===== src/rtl/synth_ctrl_pkg.sv =====
package synth_ctrl_pkg;
  localparam int WORD_W = 28;
  localparam int DIV_W  = 17;

  typedef enum logic [1:0] {
    CP_NORMAL = 2'd0,
    CP_SINK   = 2'd1,
    CP_SOURCE = 2'd2,
    CP_OFF    = 2'd3
  } cp_mode_e;

  typedef struct packed {
    logic [3:0]       port;
    logic             test;
    logic [1:0]       cp;
    logic [2:0]       rsel;
    logic             rmode;
    logic [DIV_W-1:0] div;
  } ctrl_word_t;

  function automatic logic [8:0] ref_ratio_f(input logic rmode, input logic [2:0] rsel);
    logic [8:0] r;
    if (!rmode)          r = 9'd2 << rsel;
    else if (rsel == 0)  r = 9'd3;
    else                 r = 9'd5 << (rsel - 3'd1);
    return r;
  endfunction

  function automatic logic [9:0] cp_ua_f(input logic [1:0] code);
    logic [9:0] u;
    case (code)
      2'b00:   u = 10'd230;
      2'b01:   u = 10'd1000;
      2'b10:   u = 10'd115;
      default: u = 10'd500;
    endcase
    return u;
  endfunction
endpackage


===== src/rtl/sync_bits.sv =====
module sync_bits #(
  parameter int W      = 3,
  parameter int STAGES = 2
) (
  input  logic         clk,
  input  logic         rst_n,
  input  logic [W-1:0] d,
  output logic [W-1:0] q
);
  logic [W-1:0] chain [STAGES];

  always_ff @(posedge clk or negedge rst_n) begin
    if (!rst_n) chain[0] <= '0;
    else        chain[0] <= d;
  end

  for (genvar s = 1; s < STAGES; s++) begin : g_stage
    always_ff @(posedge clk or negedge rst_n) begin
      if (!rst_n) chain[s] <= '0;
      else        chain[s] <= chain[s-1];
    end
  end

  assign q = chain[STAGES-1];
endmodule


===== src/rtl/ser_shift.sv =====
module ser_shift #(
  parameter int WORD_W = 28
) (
  input  logic              clk,
  input  logic              rst_n,
  input  logic              sd,
  input  logic              sc,
  input  logic              se,
  output logic              load,
  output logic [WORD_W-1:0] word
);
  localparam int CNT_MAX = WORD_W + 1;
  localparam int CNT_W   = $clog2(CNT_MAX + 1);

  logic             sc_q, se_q;
  logic [CNT_W-1:0] cnt;
  logic             sc_rise, se_rise, se_fall;

  assign sc_rise = sc & ~sc_q;
  assign se_rise = se & ~se_q;
  assign se_fall = ~se & se_q;

  always_ff @(posedge clk or negedge rst_n) begin
    if (!rst_n) begin
      sc_q <= 1'b0;
      se_q <= 1'b0;
      cnt  <= '0;
      word <= '0;
    end else begin
      sc_q <= sc;
      se_q <= se;
      if (se_rise) begin
        cnt <= '0;
      end else if (se && sc_rise) begin
        word <= {word[WORD_W-2:0], sd};
        if (cnt != CNT_W'(CNT_MAX)) cnt <= cnt + 1'b1;
      end
    end
  end

  assign load = se_fall && (cnt == CNT_W'(WORD_W));
endmodule


===== src/rtl/ctrl_regs.sv =====
module ctrl_regs
  import synth_ctrl_pkg::*;
(
  input  logic             clk,
  input  logic             rst_n,
  input  logic             load,
  input  logic [WORD_W-1:0] word,
  output ctrl_word_t       cfg,
  output logic [DIV_W-1:0] div_ratio,
  output logic [3:0]       ref_code,
  output logic [8:0]       ref_ratio,
  output logic [1:0]       cp_code,
  output logic [9:0]       cp_ua
);
  always_ff @(posedge clk or negedge rst_n) begin
    if (!rst_n)    cfg <= '0;
    else if (load) cfg <= ctrl_word_t'(word);
  end

  assign div_ratio = cfg.div;
  assign ref_code  = {cfg.rmode, cfg.rsel};
  assign ref_ratio = ref_ratio_f(cfg.rmode, cfg.rsel);
  assign cp_code   = cfg.cp;
  assign cp_ua     = cp_ua_f(cfg.cp);
endmodule


===== src/rtl/port_mux.sv =====
module port_mux
  import synth_ctrl_pkg::*;
(
  input  logic       clk,
  input  logic       rst_n,
  input  logic [3:0] port_bits,
  input  logic       test,
  input  logic       fcomp_in,
  input  logic       fpd_in,
  output logic [1:0] cp_mode,
  output logic [3:0] port_sink
);
  logic     fpd_half;
  cp_mode_e mode;

  always_ff @(posedge clk or negedge rst_n) begin
    if (!rst_n)      fpd_half <= 1'b0;
    else if (fpd_in) fpd_half <= ~fpd_half;
  end

  always_comb begin
    mode      = CP_NORMAL;
    port_sink = port_bits;
    if (test) begin
      case (port_bits[1:0])
        2'b00:   begin mode = CP_SINK;   port_sink[1:0] = 2'b00; end
        2'b01:   begin mode = CP_SOURCE; port_sink[1:0] = 2'b00; end
        2'b10:   begin mode = CP_OFF;    port_sink[1:0] = 2'b00; end
        default: begin
          mode         = CP_NORMAL;
          port_sink[1] = fcomp_in;
          port_sink[0] = fpd_half;
        end
      endcase
    end
  end

  assign cp_mode = mode;
endmodule


===== src/rtl/synth_ctrl_port.sv =====
module synth_ctrl_port
  import synth_ctrl_pkg::*;
#(
  parameter int SYNC_STAGES = 2
) (
  input  logic             clk,
  input  logic             rst_n,
  input  logic             ser_data,
  input  logic             ser_clk,
  input  logic             ser_en,
  input  logic             fcomp_in,
  input  logic             fpd_in,
  output logic [DIV_W-1:0] div_ratio,
  output logic [3:0]       ref_code,
  output logic [8:0]       ref_ratio,
  output logic [1:0]       cp_code,
  output logic [9:0]       cp_ua,
  output logic [1:0]       cp_mode,
  output logic [3:0]       port_sink
);
  logic [2:0]        ser_s;
  logic              load_stb;
  logic [WORD_W-1:0] shift_word;
  ctrl_word_t        cfg;

  sync_bits #(.W(3), .STAGES(SYNC_STAGES)) u_sync (
    .clk(clk), .rst_n(rst_n),
    .d({ser_data, ser_clk, ser_en}), .q(ser_s)
  );

  ser_shift #(.WORD_W(WORD_W)) u_shift (
    .clk(clk), .rst_n(rst_n),
    .sd(ser_s[2]), .sc(ser_s[1]), .se(ser_s[0]),
    .load(load_stb), .word(shift_word)
  );

  ctrl_regs u_regs (
    .clk(clk), .rst_n(rst_n), .load(load_stb), .word(shift_word),
    .cfg(cfg), .div_ratio(div_ratio), .ref_code(ref_code),
    .ref_ratio(ref_ratio), .cp_code(cp_code), .cp_ua(cp_ua)
  );

  port_mux u_mux (
    .clk(clk), .rst_n(rst_n), .port_bits(cfg.port), .test(cfg.test),
    .fcomp_in(fcomp_in), .fpd_in(fpd_in),
    .cp_mode(cp_mode), .port_sink(port_sink)
  );
endmodule


===== config.mk =====
export PLATFORM = sky130hd
export DESIGN_NAME = synth_ctrl_port
export DESIGN_NICKNAME = d
export VERILOG_FILES = /design/src/rtl/synth_ctrl_pkg.sv /design/src/rtl/sync_bits.sv /design/src/rtl/ser_shift.sv /design/src/rtl/ctrl_regs.sv /design/src/rtl/port_mux.sv /design/src/rtl/synth_ctrl_port.sv
export SDC_FILE = /design/constraint.sdc
export NUM_CORES = 1
export LEC_CHECK = 0
export BUFFER_PORTS_ARGS = -buffer_cell sky130_fd_sc_hd__buf_4
export CAP_MARGIN = 20
export CORE_UTILIZATION = 50
export DETAILED_ROUTE_END_ITERATION = 6
export GPL_TIMING_DRIVEN = 0
export PLACE_DENSITY = 0.71
export SETUP_SLACK_MARGIN = 0.2
export SYNTH_ARGS = -nofsm -noshare
export SYNTH_HDL_FRONTEND = slang
export SYNTH_HIERARCHICAL = 1
export SYNTH_SLANG_ARGS = --single-unit

===== constraint.sdc =====
create_clock -name clk -period 2.3 [get_ports clk]
set_input_delay 0.345 -clock clk [delete_from_list [all_inputs] [get_ports clk]]
set_output_delay 0.345 -clock clk [all_outputs]
set_load 0.05 [all_outputs]

==> impl_metrics.ini <==
[run_status]
status = complete, no violations

[clock_tree]
clkLatencyLatePin_ns = 0.34
cts_tree = done
cts_made_buffers = 9
cts_buffer_depth = 2
cts-root-buf = clkbuf_8
clkTransAtPathRegs_ns = 0.07
cts_setup_buffers = 0
cts_sinks = 70
htree_levels = 3

[yosys]
synthCells = 234
ys_ff_latch = 70
ys_types = 35
ys_warn_count = 6
synth.avg_cell_area_um2 = 14.2
ys_seq_area_share_pct = 52.6
syn_area_um2 = 3330

[job]
cap_violations = 0

[worst_setup_path]
critPathBufInv = 2
r2r_cells = 6
slowest_delay_ns = 0.40
critical_path.max_fanout = 4
required_ns = 1.96
critPathArrivalTime_ns = 1.57
path_delay_family = flip-flops
startpoint_type = flop
rr_endpoint = u_regs/div_ratio[8]
critical_path_class = reg -> out
critPathCaptureType = primary output
crit_chain = inv_1 -> ha_1 -> or2_2 -> buf_4
r2r_slack_ns = 0.48
crit_slowest_cell = dfrtp_1
r2r_start = u_shift/cnt[0]

[power_and_ir_drop]
p_sw_w = 0.000548
power_frac_clock_pct = 42.9
p_per_area_nw_per_um2 = 625
p_sw_share_pct = 21.7
pwr-share-seq_pct = 52.2
combPwrFrac_pct = 5.0
power_leakage_nw = 2.15
total_power_w = 0.00253
p_int_w = 0.00198
peakVddDrop_uv = 435

[finish]
n_antenna_cell = 0
final_cell_mix = buf_4 (83), dfrtp_1 (70), mux2_4 (46)
final_common_cell = buf_4
fin_cells = 380
drive_above_1_share_pct = 54.8
area_growth_syn_to_layout_pct = 21.6
nets = 316

[timing]
clock_skew_ns = 0.00940
rsz0062_at_grt = no
final-setup-viol-count = 0
tightest_slew_ns = 0.828
relSlewSlack_pct = 44.8
period_needed_ns = 1.91
period_share_pct = 83.1
fmax_mhz = 523
tns_ns = 0
finalHoldViolations = 0
report.final.slew_viol_count = 0
worst_slack_ns = 0.389

[route]
wl_per_cell_um = 13.4
vias_per_cell = 4.94
dr.pass1.iters = 3
finalWirelength_um = 5090
drcViolationCount = 0
drt_iter0_markers = 116
antenna_left = 0
vias = 1877

[place]
port_buffers = 52
dp_cells = 364
pre_cts_ws_ns = 0.327
place_congestion = 0.765
dp_hpwl_um = 3350

[global_route]
grt_pass1_vias = 1896
track_usage_pct = 16.3
grt-ovfl-total = 0
grt_pass1_wl_um = 8800
grt_max_degree = 71
antenna_found_initial = 0

[die]
start_util_pct = 52.2
num_io_pins = 55
rows = 29
die_h_um = 83.6
fp.dieW_um = 83.6
core_um2 = 6390
design.die.area_um2 = 6990

[hold_path]
min_path_type = in -> async
-- Yosys cell counts --
| cell type | n | area, um^2 |
|---|---|---|
| a211oi_1 | 1 | 7.51 |
| a21boi_0 | 1 | 7.51 |
| a21oi_1 | 4 | 20.0 |
| a31oi_1 | 1 | 6.26 |
| and2_2 | 1 | 7.51 |
| and3_1 | 2 | 12.5 |
| and3b_1 | 1 | 8.76 |
| and3b_2 | 1 | 10.0 |
| and4_4 | 1 | 11.3 |
| and4b_1 | 2 | 20.0 |
| buf_2 | 1 | 5.00 |
| buf_4 | 31 | 233 |
| buf_6 | 5 | 56.3 |
| conb_1 | 1 | 3.75 |
| dfrtp_1 | 70 | 1750 |
| ha_1 | 11 | 138 |
| inv_1 | 8 | 30.0 |
| mux2_2 | 8 | 90.1 |
| mux2_4 | 46 | 691 |
| nand2_1 | 3 | 11.3 |
| nand2_4 | 1 | 11.3 |
| nand2b_1 | 1 | 6.26 |
| nand3_1 | 5 | 25.0 |
| nand3b_1 | 2 | 15.0 |
| nand4_1 | 2 | 12.5 |
| nor2_1 | 4 | 15.0 |
| nor2b_1 | 2 | 12.5 |
| nor3_1 | 2 | 10.0 |
| nor3b_1 | 4 | 30.0 |
| o21a_1 | 1 | 7.51 |
| o21ai_0 | 6 | 30.0 |
| o31ai_1 | 1 | 7.51 |
| or2_2 | 2 | 12.5 |
| or4_1 | 1 | 7.51 |
| xor2_1 | 1 | 8.76 |
-- cells by family after synthesis --
family	count (synthesis)	share of synthesized area, %
buf+inv	45	9.73
other cells	1	0.113
mux	54	23.4
fa+ha+maj	11	4.13
flops	70	52.6
xor+xnor	1	0.263
compound gates	15	2.59
simple gates	37	7.17
-- metal layers --
layer,wire length (um),global-route usage (%)
met3,256,5.74
met2,2370,24.5
met4,110,7.86
met5,0,0
met1,2350,21.2
-- power by group through the flow --
stage          clock network, W  logic [W]  registers [W]
4_1_cts                 0.00111   0.000128        0.00132
5_1_grt                 0.00118   0.000141        0.00132
3_3_place_gp                  0   0.000125        0.00134
6_report                0.00109   0.000125        0.00132
2_1_floorplan                 0  0.0000869        0.00133
3_5_place_dp                  0   0.000128        0.00134
-- final cells by class --
| class | count | area [um^2] |
|---|---|---|
| Tap cell | 77 | 96.3 |
| Clock inverter | 6 | 85.1 |
| Timing Repair Buffer | 52 | 390 |
| Inverter | 8 | 30.0 |
| Multi-Input combinational cell | 120 | 1260 |
| Sequential cell | 70 | 1750 |
| Fill cell | 506 | 2340 |
| Clock buffer | 10 | 138 |
| Buffer | 37 | 294 |
-- through the flow --
stage	cell area, um^2	util, %	hold slack (ns)
6_report	4050	63.4	0.106
5_1_grt	4050	63.4	0.0877
4_1_cts	4050	63.3	0.0910
3_5_place_dp	3820	59.9	0.336
3_3_place_gp	3820	59.9	0.332
2_1_floorplan	3340	-	0.0494
-- timing repair --
item	in CTS	in global routing
endpoints found under the setup margin	0	13
hold endpoints to repair	0	0
hold buffers	0	0
gates resized for setup	0	1
-- worst max path at each step --
stage	startpoint	to	slack [ns]	depth (start not counted)
after CTS	u_shift/cnt[0]	u_regs/cfg[17]	0.28	6
after detailed placement	u_shift/cnt[0]	u_regs/div_ratio[16]	0.33	6
after floorplan	u_regs/cfg[19]	ref_ratio[2]	0.22	2
after global placement	u_shift/cnt[0]	u_regs/div_ratio[11]	0.34	6
after global routing	u_regs/cp_code[0]	cp_ua[4]	0.30	4
final	u_regs/cp_code[0]	cp_ua[4]	0.39	4
-- registers in the layout, indices dropped and copies added, names as in the netlist, 2 cells and up --
signal and cells:
u_sync/chain 3, u_regs/cp_code 2, u_regs/cfg 9, u_regs/div_ratio 17, u_sync/q 3, u_shift/cnt 5, u_shift/word 28
No activity file was read; power rests on OpenSTA's default activity.
